**src/rtl/lpm_pkg.sv**
```systemverilog
package lpm_pkg;
  localparam int WK_IRQ  = 0;
  localparam int WK_URX  = 1;
  localparam int WK_UTX  = 2;
  localparam int WK_SPIM = 3;
  localparam int WK_SSEL = 4;
  localparam int WK_TOD  = 5;
  localparam int WK_SUB  = 6;
  localparam int WK_DBG  = 7;
  localparam int WK_NUM  = 8;
  typedef logic [WK_NUM-1:0] wake_vec_t;
endpackage

```
**src/rtl/lpm_rx_sync.sv**
```systemverilog
module lpm_rx_sync (
  input  logic clk,
  input  logic rst,
  input  logic rx_async,
  output logic rx_fall
);
  logic s1_q, s2_q, prev_q;

  always_ff @(posedge clk) begin
    if (rst) begin
      s1_q   <= 1'b1;
      s2_q   <= 1'b1;
      prev_q <= 1'b1;
    end else begin
      s1_q   <= rx_async;
      s2_q   <= s1_q;
      prev_q <= s2_q;
    end
  end

  assign rx_fall = prev_q & ~s2_q;


  rx_fall_single_chk: assert property (@(posedge clk) disable iff (rst)
    rx_fall |=> !rx_fall);
endmodule

```
**src/rtl/lpm_wake_qual.sv**
```systemverilog
module lpm_wake_qual
  import lpm_pkg::*;
#(
  parameter int N_IRQ = 4
) (
  input  logic [N_IRQ-1:0] ext_irq,
  input  logic [N_IRQ-1:0] ext_irq_en,
  input  logic             rx_fall,
  input  logic [1:0]       uart_mode,
  input  logic             uart_rx_en,
  input  logic             uart_tx_wr,
  input  logic             uart_tx_en,
  input  logic             spi_tx_wr,
  input  logic             spi_tx_en,
  input  logic             spi_master,
  input  logic             spi_sel,
  input  logic             rtc_tod_alarm,
  input  logic             rtc_tod_en,
  input  logic             rtc_sub_alarm,
  input  logic             rtc_sub_en,
  input  logic             dbg_enter,
  output wake_vec_t        wake_vec
);
  logic [N_IRQ-1:0] irq_hit;

  for (genvar i = 0; i < N_IRQ; i++) begin : g_irq
    assign irq_hit[i] = ext_irq[i] & ext_irq_en[i];
  end

  always_comb begin
    wake_vec          = '0;
    wake_vec[WK_IRQ]  = |irq_hit;
    wake_vec[WK_URX]  = rx_fall & uart_rx_en & (uart_mode != 2'd0);
    wake_vec[WK_UTX]  = uart_tx_wr & uart_tx_en;
    wake_vec[WK_SPIM] = spi_tx_wr & spi_tx_en & spi_master;
    wake_vec[WK_SSEL] = spi_sel & ~spi_master;
    wake_vec[WK_TOD]  = rtc_tod_alarm & rtc_tod_en;
    wake_vec[WK_SUB]  = rtc_sub_alarm & rtc_sub_en;
    wake_vec[WK_DBG]  = dbg_enter;
  end
endmodule

```
**src/rtl/lpm_mode_ctrl.sv**
```systemverilog
module lpm_mode_ctrl #(
  parameter int          DIV_W    = 3,
  parameter int unsigned DIV_CODE = 4
) (
  input  logic             clk,
  input  logic             rst,
  input  logic             wake_any,
  input  logic             pmm_wr_en,
  input  logic             pmm_wr_val,
  input  logic             swb_wr_en,
  input  logic             swb_wr_val,
  output logic             pmm_q,
  output logic             swb_q,
  output logic [DIV_W-1:0] div_sel_q,
  output logic             pulse_q
);
  localparam logic [DIV_W-1:0] DIV_VAL = DIV_W'(DIV_CODE);

  logic pmm_d, fire;

  always_comb begin
    fire  = pmm_q & swb_q & wake_any;
    pmm_d = pmm_q;
    if (fire)
      pmm_d = 1'b0;
    else if (pmm_wr_en) begin
      if (!pmm_wr_val)
        pmm_d = 1'b0;
      else if (!wake_any)
        pmm_d = 1'b1;
    end
  end

  always_ff @(posedge clk) begin
    if (rst) begin
      pmm_q     <= 1'b0;
      swb_q     <= 1'b0;
      div_sel_q <= '0;
      pulse_q   <= 1'b0;
    end else begin
      pmm_q     <= pmm_d;
      div_sel_q <= pmm_d ? DIV_VAL : '0;
      pulse_q   <= fire;
      if (swb_wr_en)
        swb_q <= swb_wr_val;
    end
  end


  div_track_chk: assert property (@(posedge clk) disable iff (rst)
    pmm_q |-> div_sel_q == DIV_VAL);

  no_entry_chk: assert property (@(posedge clk) disable iff (rst)
    (!pmm_q && wake_any) |=> !pmm_q);

  hold_chk: assert property (@(posedge clk) disable iff (rst)
    (pmm_q && !swb_q && !(pmm_wr_en && !pmm_wr_val)) |=> pmm_q);

  pulse_single_chk: assert property (@(posedge clk) disable iff (rst)
    pulse_q |=> !pulse_q);

  wake_wins_chk: assert property (@(posedge clk) disable iff (rst)
    (pmm_q && swb_q && wake_any) |=> (!pmm_q && pulse_q));
endmodule

```
**src/rtl/lpm_switchback.sv**
```systemverilog
module lpm_switchback
  import lpm_pkg::*;
#(
  parameter int          N_IRQ    = 4,
  parameter int          DIV_W    = 3,
  parameter int unsigned DIV_CODE = 4
) (
  input  logic             clk,
  input  logic             rst,
  input  logic             pmm_wr_en,
  input  logic             pmm_wr_val,
  input  logic             swb_wr_en,
  input  logic             swb_wr_val,
  input  logic [N_IRQ-1:0] ext_irq,
  input  logic [N_IRQ-1:0] ext_irq_en,
  input  logic             uart_rx,
  input  logic [1:0]       uart_mode,
  input  logic             uart_rx_en,
  input  logic             uart_tx_wr,
  input  logic             uart_tx_en,
  input  logic             spi_tx_wr,
  input  logic             spi_tx_en,
  input  logic             spi_master,
  input  logic             spi_sel,
  input  logic             rtc_tod_alarm,
  input  logic             rtc_tod_en,
  input  logic             rtc_sub_alarm,
  input  logic             rtc_sub_en,
  input  logic             dbg_enter,
  output logic             pmm_active,
  output logic             swb_enabled,
  output logic [DIV_W-1:0] clk_div_sel,
  output logic             swb_pulse
);
  logic      rx_fall;
  wake_vec_t wake_vec;

  lpm_rx_sync u_rx (
    .clk     (clk),
    .rst     (rst),
    .rx_async(uart_rx),
    .rx_fall (rx_fall)
  );

  lpm_wake_qual #(.N_IRQ(N_IRQ)) u_qual (
    .ext_irq      (ext_irq),
    .ext_irq_en   (ext_irq_en),
    .rx_fall      (rx_fall),
    .uart_mode    (uart_mode),
    .uart_rx_en   (uart_rx_en),
    .uart_tx_wr   (uart_tx_wr),
    .uart_tx_en   (uart_tx_en),
    .spi_tx_wr    (spi_tx_wr),
    .spi_tx_en    (spi_tx_en),
    .spi_master   (spi_master),
    .spi_sel      (spi_sel),
    .rtc_tod_alarm(rtc_tod_alarm),
    .rtc_tod_en   (rtc_tod_en),
    .rtc_sub_alarm(rtc_sub_alarm),
    .rtc_sub_en   (rtc_sub_en),
    .dbg_enter    (dbg_enter),
    .wake_vec     (wake_vec)
  );

  lpm_mode_ctrl #(.DIV_W(DIV_W), .DIV_CODE(DIV_CODE)) u_ctrl (
    .clk       (clk),
    .rst       (rst),
    .wake_any  (|wake_vec),
    .pmm_wr_en (pmm_wr_en),
    .pmm_wr_val(pmm_wr_val),
    .swb_wr_en (swb_wr_en),
    .swb_wr_val(swb_wr_val),
    .pmm_q     (pmm_active),
    .swb_q     (swb_enabled),
    .div_sel_q (clk_div_sel),
    .pulse_q   (swb_pulse)
  );


  irq_masked_chk: assert property (@(posedge clk) disable iff (rst)
    (pmm_active && swb_enabled && (ext_irq & ext_irq_en) != '0) |=> !pmm_active);
endmodule

```
**config.mk**
```make
export PLATFORM = sky130hd
export DESIGN_NAME = lpm_switchback
export DESIGN_NICKNAME = d
export VERILOG_FILES = /design/src/rtl/lpm_pkg.sv /design/src/rtl/lpm_rx_sync.sv /design/src/rtl/lpm_wake_qual.sv /design/src/rtl/lpm_mode_ctrl.sv /design/src/rtl/lpm_switchback.sv
export SDC_FILE = /design/constraint.sdc
export NUM_CORES = 1
export LEC_CHECK = 0
export BUFFER_PORTS_ARGS = -buffer_cell sky130_fd_sc_hd__buf_2
export CAP_MARGIN = 15
export CELL_PAD_IN_SITES_DETAIL_PLACEMENT = 0
export CELL_PAD_IN_SITES_GLOBAL_PLACEMENT = 1
export CORE_MARGIN = 2
export CORE_UTILIZATION = 22
export DETAILED_ROUTE_END_ITERATION = 10
export GPL_TIMING_DRIVEN = 0
export PLACE_DENSITY_LB_ADDON = 0.12
export SKIP_LAST_GASP = 1
export SLEW_MARGIN = 25
export SYNTH_ARGS = -nofsm -noshare
export SYNTH_HDL_FRONTEND = slang
export SYNTH_SLANG_ARGS = --single-unit
export TNS_END_PERCENT = 10
```
**constraint.sdc**
```tcl
create_clock -name clk -period 2.5 [get_ports clk]
set_input_delay 0.125 -clock clk [delete_from_list [all_inputs] [get_ports clk]]
set_output_delay 0.125 -clock clk [all_outputs]
set_load 0.02 [all_outputs]
```
---- Word-level counts from Yosys, hierarchy flattened ----
Index checks and enable logic that the tools add are counted.
operators by class
  muxes and demuxes ....................... 5
  bitwise logic cells ..................... 17
  reduce and logical (&&, ||, !) cells .... 2
operators with widths
  kind                 number
  AND 1 bit            15
  OR reduction 11 bit  1
  two-way mux 1 bit    4
  two-way mux 3 bit    1
  NOT 1 bit            2
  nonzero test 2 bit   1
storage, ports and cells
  register bits after elaboration ......... 9
  input port bits ......................... 29
  output and inout bits ................... 6
  logic and storage cells ................. 31

---- Logic depth before layout (Yosys ltp) ----
Gate-level depths: netlist of the first run.
  word-level depth ........................ 10
  mapped depth ............................ 4
  gate-level depth less buffers ........... 4

---- By module ----
Synthesis of the first run repeated with hierarchy kept, for this count alone.
unflattened totals
  cells, all modules ...................... 34
  area total of the unflattened synthesis .. 305.3 µm²
by module, submodules not included
  module          times used  cells an instance  area an instance (µm²)
  lpm_mode_ctrl   1           14                 136.4
  lpm_rx_sync     1           7                  85.1
  lpm_wake_qual   1           10                 67.6
  lpm_switchback  1           3                  16.3

---- Least setup slack after synthesis of the first run ----
No wires, ideal clock.
  path type ............................... input port to flip-flop
  start ................................... input port ext_irq[2]
  end ..................................... register u_ctrl.div_sel_q[2]
  arrival ................................. 915 ps
  slack ................................... 1481 ps
  stages .................................. 4
  buffers on the path ..................... 0
  cells stage by stage .................... a22oi_1 -> and4_1 -> nand3_2 -> a2111oi_2
on the way
  word-level cells in the longest chain between the ends .. 7
ends and longest elaborated chain
  item                     line                  source
  start: declaration       lpm_switchback.sv:14  input logic [N_IRQ-1:0] ext_irq,
  AND 1 bit (*)            lpm_wake_qual.sv:27   assign irq_hit[i] = ext_irq[i] & ext_irq_en[i];
  OR reduction 11 bit (*)  lpm_switchback.sv:68  .wake_any (|wake_vec),
  two-way mux 1 bit        lpm_mode_ctrl.sv:29   else if (!wake_any)
  two-way mux 1 bit        lpm_mode_ctrl.sv:27   if (!pmm_wr_val)
  two-way mux 1 bit        lpm_mode_ctrl.sv:26   else if (pmm_wr_en) begin
  two-way mux 1 bit (*)    lpm_mode_ctrl.sv:24   if (fire)
  two-way mux 3 bit (*)    lpm_mode_ctrl.sv:42   div_sel_q <= pmm_d ? DIV_VAL : '0;
  end signal: assignment   lpm_mode_ctrl.sv:42
  end: declaration         lpm_mode_ctrl.sv:14   output logic [DIV_W-1:0] div_sel_q,
Every way passes the cells marked *; elsewhere a longest branch is shown, timed or not.
A chain may end at the register's enable or synchronous reset.

---- Worst setup path after layout of the first run ----
  start ................................... register u_rx.s2_q
  end ..................................... register u_ctrl.div_sel_q[2]
on the way
  word-level cells in the longest chain between the ends .. 10
ends and longest elaborated chain
  item                        line                  source
  start: declaration          lpm_rx_sync.sv:7      logic s1_q, s2_q, prev_q;
  start signal: assignment    lpm_rx_sync.sv:16     s2_q <= s1_q;
  NOT 1 bit (*)               lpm_rx_sync.sv:21     assign rx_fall = prev_q & ~s2_q;
  AND 1 bit (*)               lpm_rx_sync.sv:21
  AND 1 bit (*) (2 in a row)  lpm_wake_qual.sv:33   wake_vec[WK_URX] = rx_fall & uart_rx_en & (uart_mode != 2'd0);
  OR reduction 11 bit (*)     lpm_switchback.sv:68
  two-way mux 1 bit           lpm_mode_ctrl.sv:29
  two-way mux 1 bit           lpm_mode_ctrl.sv:27
  two-way mux 1 bit           lpm_mode_ctrl.sv:26
  two-way mux 1 bit (*)       lpm_mode_ctrl.sv:24
  two-way mux 3 bit (*)       lpm_mode_ctrl.sv:42
Marks and branches as above.

==> impl_metrics.ini, run 1 <==
[drt]
avgRoutedWirePerCell_um = 8.98
via_count = 340
drtAntennaViolNets = 0
drt_iter0_markers = 4
viasPerCell = 4.25
drt-pass1-iter-count = 2
drcViolationCount = 0
wl_um = 718

[logic_synthesis]
synth-main-ff-cell = dfxtp_1
syn-mean-instance-area_um2 = 11.2
synth_edf_count = 0
synth_cell_type_count = 18
synth_most_common_cell = dfxtp_1
ys_top_cells_by_count = dfxtp_1, buf_4, or2_1, a22oi_2, nor2b_1
postSynthRegisterBits = 6
async_flop_share_pct = 0
synth_largest_area_cell = dfxtp_1
syn_inst = 29
ys_top_cells_by_area = dfxtp_1, o2111ai_4, a22oi_2, buf_4, or2_1
ys_seq_area_share_pct = 37.1
synthesis.area_um2 = 324
synth_top_area_share_pct = 37.1
synth-warning-count = 0

[global_routing]
grt_usage_pct = 9.08
antenna_found_initial = 0
grt_remaining_overflow = 0
grt_max_degree = 7
grt_pass1_wl_mm = 1.21
grt_pass1_vias = 331

[clock_network]
clock_path_buffers = 2
clkSinkCount = 6
cts_max_level = 1
path_clk_slew_ns = 0.05
cts_setup_buffers = 0
cts_hold_buf = 0
root_buffer = clkbuf_4
clk-insertion-delay-late_ns = 0.24
cts_buffers = 3
cts_resized = 0
cts_tree = yes

[floorplan]
fp.dieArea_um2 = 1800
coreArea_um2 = 1330
num_io_pins = 35
die_w_um = 42.4
fp-row-count = 13
initial_utilization_pct = 24.3
die_y_um = 42.4

[final_layout]
area_growth_pct = 63.3
fill_cells = 143
drive_gt1_share_pct = 67.7
finish.net_count = 96
antennaDiodeCount = 0

[critical_path]
critPathSlowestCell = a2111oi_2
path_cells = inv_1 -> o2111ai_4 -> nand3_2 -> a2111oi_2
critPathRequiredTime_ns = 2.64
crit_buf_inv = 1
arrival_ns = 1.18
cp-start-kind = flop
critPathTopFamily = compound AO/OA/AOI/OAI gates
crit_path_end_kind = flop
worst-setup-path-type = reg -> reg
crit_fanout = 2
max_stage_delay_ns = 0.35

[timing]
timing.hold.ws_ns = 0.0603
hold_viol_final = 0
finalCritPeriodShare_pct = 41.8
post-route-min-period_ns = 1.05
tns_ns = 0
skew_ns = 0.00807
rsz0062_at_grt = false
drv_slew = 0
setup_violations = 0
fmax_mhz = 957

[placed_design]
place_hpwl_um = 613
port_buffers = 32
gp_congestion = 0.701

[hold_path]
min_path_type = in -> reg

[power]
power_mw = 0.236
irDropWorstVdd_mv = 0.223
p_per_area_nw_per_um2 = 447
leakage_nw = 0.267

[outcome]
status = complete, no violations

[job]
drv_cap = 0
-- layout make-up --
type,instances,area [um2],area share (%)
Multi-Input combinational cell,20,181,34.3
Inverter,1,3.75,0.709
Buffer,3,22.5,4.26
Clock buffer,3,22.5,4.26
Tap cell,15,18.8,3.55
Timing Repair Buffer,32,160,30.3
Sequential cell,6,120,22.7
-- power by group --
group	total, mW	internal (mW)	switching, mW
Combinational	0.0470	0.0270	0.0199
Clock	0.0884	0.0543	0.0342
Sequential	0.101	0.0991	0.00193
-- stage by stage --
stage	util, %	area [um2]	worst slack [ns]	instances
final	39.7	529	1.45	80
after global routing	39.7	529	1.35	80
after CTS	39.7	529	1.44	80
after detailed placement	38.0	507	1.29	77
after global placement	38.0	507	1.29	77
after floorplan	-	328	1.48	30
-- cell families (layout without fill, tap and decap cells) --
kind of cell,after synthesis,after routing,synth area share (%)
flip-flops,6,6,37.1
AO/OA/AOI/OAI,8,8,30.9
other,1,2,1.16
multiplexers,1,1,3.09
AND/OR/NAND/NOR,9,9,19.7
buffers and inverters,4,39,8.11
-- state kept, by name, summed over array words and instances (netlist names) --
register and flops:
u_rx.s1_q 1, u_ctrl.pulse_q 1, u_rx.s2_q 1, u_rx.prev_q 1
u_ctrl.div_sel_q 1, u_ctrl.swb_q 1
-- path summary, 6_finish.rpt --
kind / cells after the start / from / to / slack, ns
setup / recovery: 4 / u_rx.s2_q / u_ctrl.div_sel_q[2] / 1.45
hold / removal: 2 / uart_rx / u_rx.s1_q / 0.06
setup reg to reg: 4 / u_rx.s2_q / u_ctrl.div_sel_q[2] / 1.45
hold reg to reg: 1 / u_rx.s1_q / u_rx.s2_q / 0.39
-- metal layers --
| layer | vias up | part of all wire [%] | track usage (%) |
|---|---|---|---|
| met4 | 0 | 0 | 3.75 |
| met5 | - | 0 | 0 |
| met1 | 140 | 38 | 9.30 |
| met2 | 24 | 46 | 14.5 |
| met3 | 0 | 16 | 6.03 |
| li1 | 176 | - | - |
-- cell usage in the layout (no fill, tap or decap) --
| cell type | instances |
|---|---|
| nand3_2 | 1 |
| inv_1 | 1 |
| nor2_1 | 1 |
| a21oi_1 | 1 |
| a22oi_1 | 1 |
| nor2b_1 | 2 |
| a22oi_2 | 2 |
| a2111oi_2 | 1 |
| clkbuf_4 | 3 |
| o2111ai_4 | 1 |
| buf_2 | 32 |
| mux2i_1 | 1 |
| and4_1 | 1 |
| and4b_1 | 1 |
| a31oi_2 | 1 |
| dfxtp_1 | 6 |
| a41oi_1 | 1 |
| conb_1 | 2 |
| buf_4 | 3 |
| or2_1 | 3 |
Power figures use the tool's default switching activity.
==> inputs of run 2 (changes only) <==
ABC_AREA = 1   (was not set)
CORE_ASPECT_RATIO = 1.4   (was not set)
CORE_UTILIZATION = 18   (was 22)
clock period = 0.9 ns   (was 2.5 ns; I/O delays follow)
==> impl_metrics.ini, run 2 <==
[global_routing]
grt_pass1_wl_mm = 1.17
grt_remaining_overflow = 0
grt_max_degree = 6
grt_pass1_vias = 342
grt_usage_pct = 7.57
antenna_found_initial = 0

[timing]
setup_violations = 2
rsz0062_at_grt = true
fmax_mhz = 1080
hold_viol_final = 0
skew_ns = 0.00195
drv_slew = 0
post-route-min-period_ns = 0.925
finalCritPeriodShare_pct = 103
setup_slack_ns = -0.0247

[hold_path]
min_from = rst
holdPathStages = 2
whs_endpoint = u_ctrl.pulse_q
min_path_type = in -> reg

[floorplan]
die_w_um = 40.8
coreArea_um2 = 1780
fp.dieArea_um2 = 2260
die_y_um = 55.5
initial_utilization_pct = 19.1
fp-row-count = 18
num_io_pins = 35

[critical_path]
arrival_ns = 1.10
crit_path_end_kind = flop
startpoint = u_rx.s2_q
worstRegToRegCells = 8
worst-setup-path-type = reg -> reg
r2r_slack_ns = -0.02
r2r_end = u_ctrl.div_sel_q[2]
rr_startpoint = u_rx.s2_q
crit_fanout = 2
critPathRequiredTime_ns = 1.08
cp-start-kind = flop

[outcome]
violations = setup timing
status = complete, but fails checks

[clock_network]
clkSinkCount = 6
cts_resized = 0
clock_path_buffers = 2
cts_max_level = 1
cts_tree = yes
path_clk_slew_ns = 0.04
clk-insertion-delay-late_ns = 0.24
root_buffer = clkbuf_4
cts_setup_buffers = 0
cts_buffers = 3

[drt]
avgRoutedWirePerCell_um = 6.86
drcViolationCount = 0
top_layer = met3
drtAntennaViolNets = 0
wl_met3_um = 108
wl_um = 748
via_count = 403
drt-pass1-iter-count = 2
routed-wl-met2_um = 347
drt_iter0_markers = 7
wl_met1_um = 292
viasPerCell = 3.70

[placed_design]
gp_congestion = 0.599
port_buffers = 32
place_hpwl_um = 645

[logic_synthesis]
synth-warning-count = 0
synth-main-ff-cell = dfxtp_1
synth_largest_area_cell = dfxtp_1
async_flop_share_pct = 0
ys_top_cells_by_area = dfxtp_1, nand2_1, inv_1, buf_4, nand3_2
syn_inst = 51
syn-mean-instance-area_um2 = 6.67
synth_edf_count = 0
postSynthRegisterBits = 6
synth_cell_type_count = 14
synthesis.area_um2 = 340
ys_top_cells_by_count = nand2_1, inv_1, dfxtp_1, nor2_1
synth_top_area_share_pct = 35.3
ys_seq_area_share_pct = 35.3
synth_most_common_cell = nand2_1

[final_layout]
final_common_cell = buf_2
area_growth_pct = 68.0
postLayoutCoreUtil_pct = 32.1
fill_cells = 211
finish.net_count = 120
antennaDiodeCount = 0
final_cell_mix = buf_2, nand2_1, inv_1, dfxtp_1, nor2_1
drive_gt1_share_pct = 52.8

[power]
irDropWorstVdd_mv = 0.356
power_mw = 0.664
p_per_area_nw_per_um2 = 1160
leakage_nw = 0.345

[job]
drv_cap = 0
run 2: changes by cell type after synthesis, sizes merged, moves of 2 or more:
cell and delta:
nor2 +5, nand2 +15, nand3 +4, inv +8, nor2b -2, a22oi -3, a21oi +2
run 2: final cells by class:
| class | instances | area (um2) | share of cell area, % |
|---|---|---|---|
| timing repair buffer | 34 | 180 | 31.5 |
| multi-input combinational | 34 | 168 | 29.3 |
| sequential | 6 | 120 | 21.0 |
| inverter | 9 | 33.8 | 5.91 |
| tap | 20 | 25.0 | 4.38 |
| clock buffer | 3 | 22.5 | 3.94 |
| buffer | 3 | 22.5 | 3.94 |
run 2: kinds of logic after synthesis:
kind of cell    share of synthesized area, %
simple gates                            40.1
buf+inv                                 16.5
flops                                   35.3
compound gates                          6.98
other cells                             1.10
run 2: worst max path at each step:
stage	endpoint	slack [ns]	cells after the start
finish	u_ctrl.div_sel_q[2]	-0.02	8
global route	u_ctrl.div_sel_q[2]	-0.07	8
CTS	clk_div_sel[2]	-0.03	2
detailed placement	u_ctrl.div_sel_q[2]	-0.04	8
global placement	u_ctrl.div_sel_q[2]	-0.05	8
floorplan	u_ctrl.div_sel_q[2]	0.07	8
run 2: routing by layer:
layer / vias up / track usage [%]
met2: 24 / 10.9
met1: 155 / 7.71
met4: 0 / 8.57
met3: 0 / 1.61
met5: - / 0
li1: 224 / -
run 2: worst max-delay path: stages (launching register included):
cell     delay, ns
dfxtp_1       0.30
inv_1         0.04
nand3_1       0.06
nor2_1        0.04
nor2_1        0.14
nand3_1       0.09
nand2_1       0.07
inv_1         0.04
nor2_1        0.08
run 2: report_power, final:
part	leakage [nW]	switching (mW)	internal [mW]
Clock	0.0138	0.0874	0.150
Combinational	0.282	0.0648	0.0817
Sequential	0.0492	0.00393	0.276
Total	0.345	0.156	0.508
run 2: what timing repair did:
action	4_1_cts	5_1_grt
hold buffers	2	0
setup endpoints to repair	2	3
pin swaps	4	0
endpoints found under the hold margin	2	0
cloned	0	0
run 2: stage by stage:
| step | hold WS, ns | cell area, um2 | std cells | setup TNS [ns] | setup slack, ns |
|---|---|---|---|---|---|
| global placement | 0.228 | 529 | 104 | -0.0504 | -0.0482 |
| finish | 0.0272 | 572 | 109 | -0.0306 | -0.0247 |
| global route | 0.0320 | 572 | 109 | -0.145 | -0.0692 |
| CTS | 0.0202 | 572 | 109 | -0.0545 | -0.0287 |
| floorplan | 0.117 | 344 | 52 | 0 | 0.0676 |
| detailed placement | 0.233 | 529 | 104 | -0.0369 | -0.0369 |
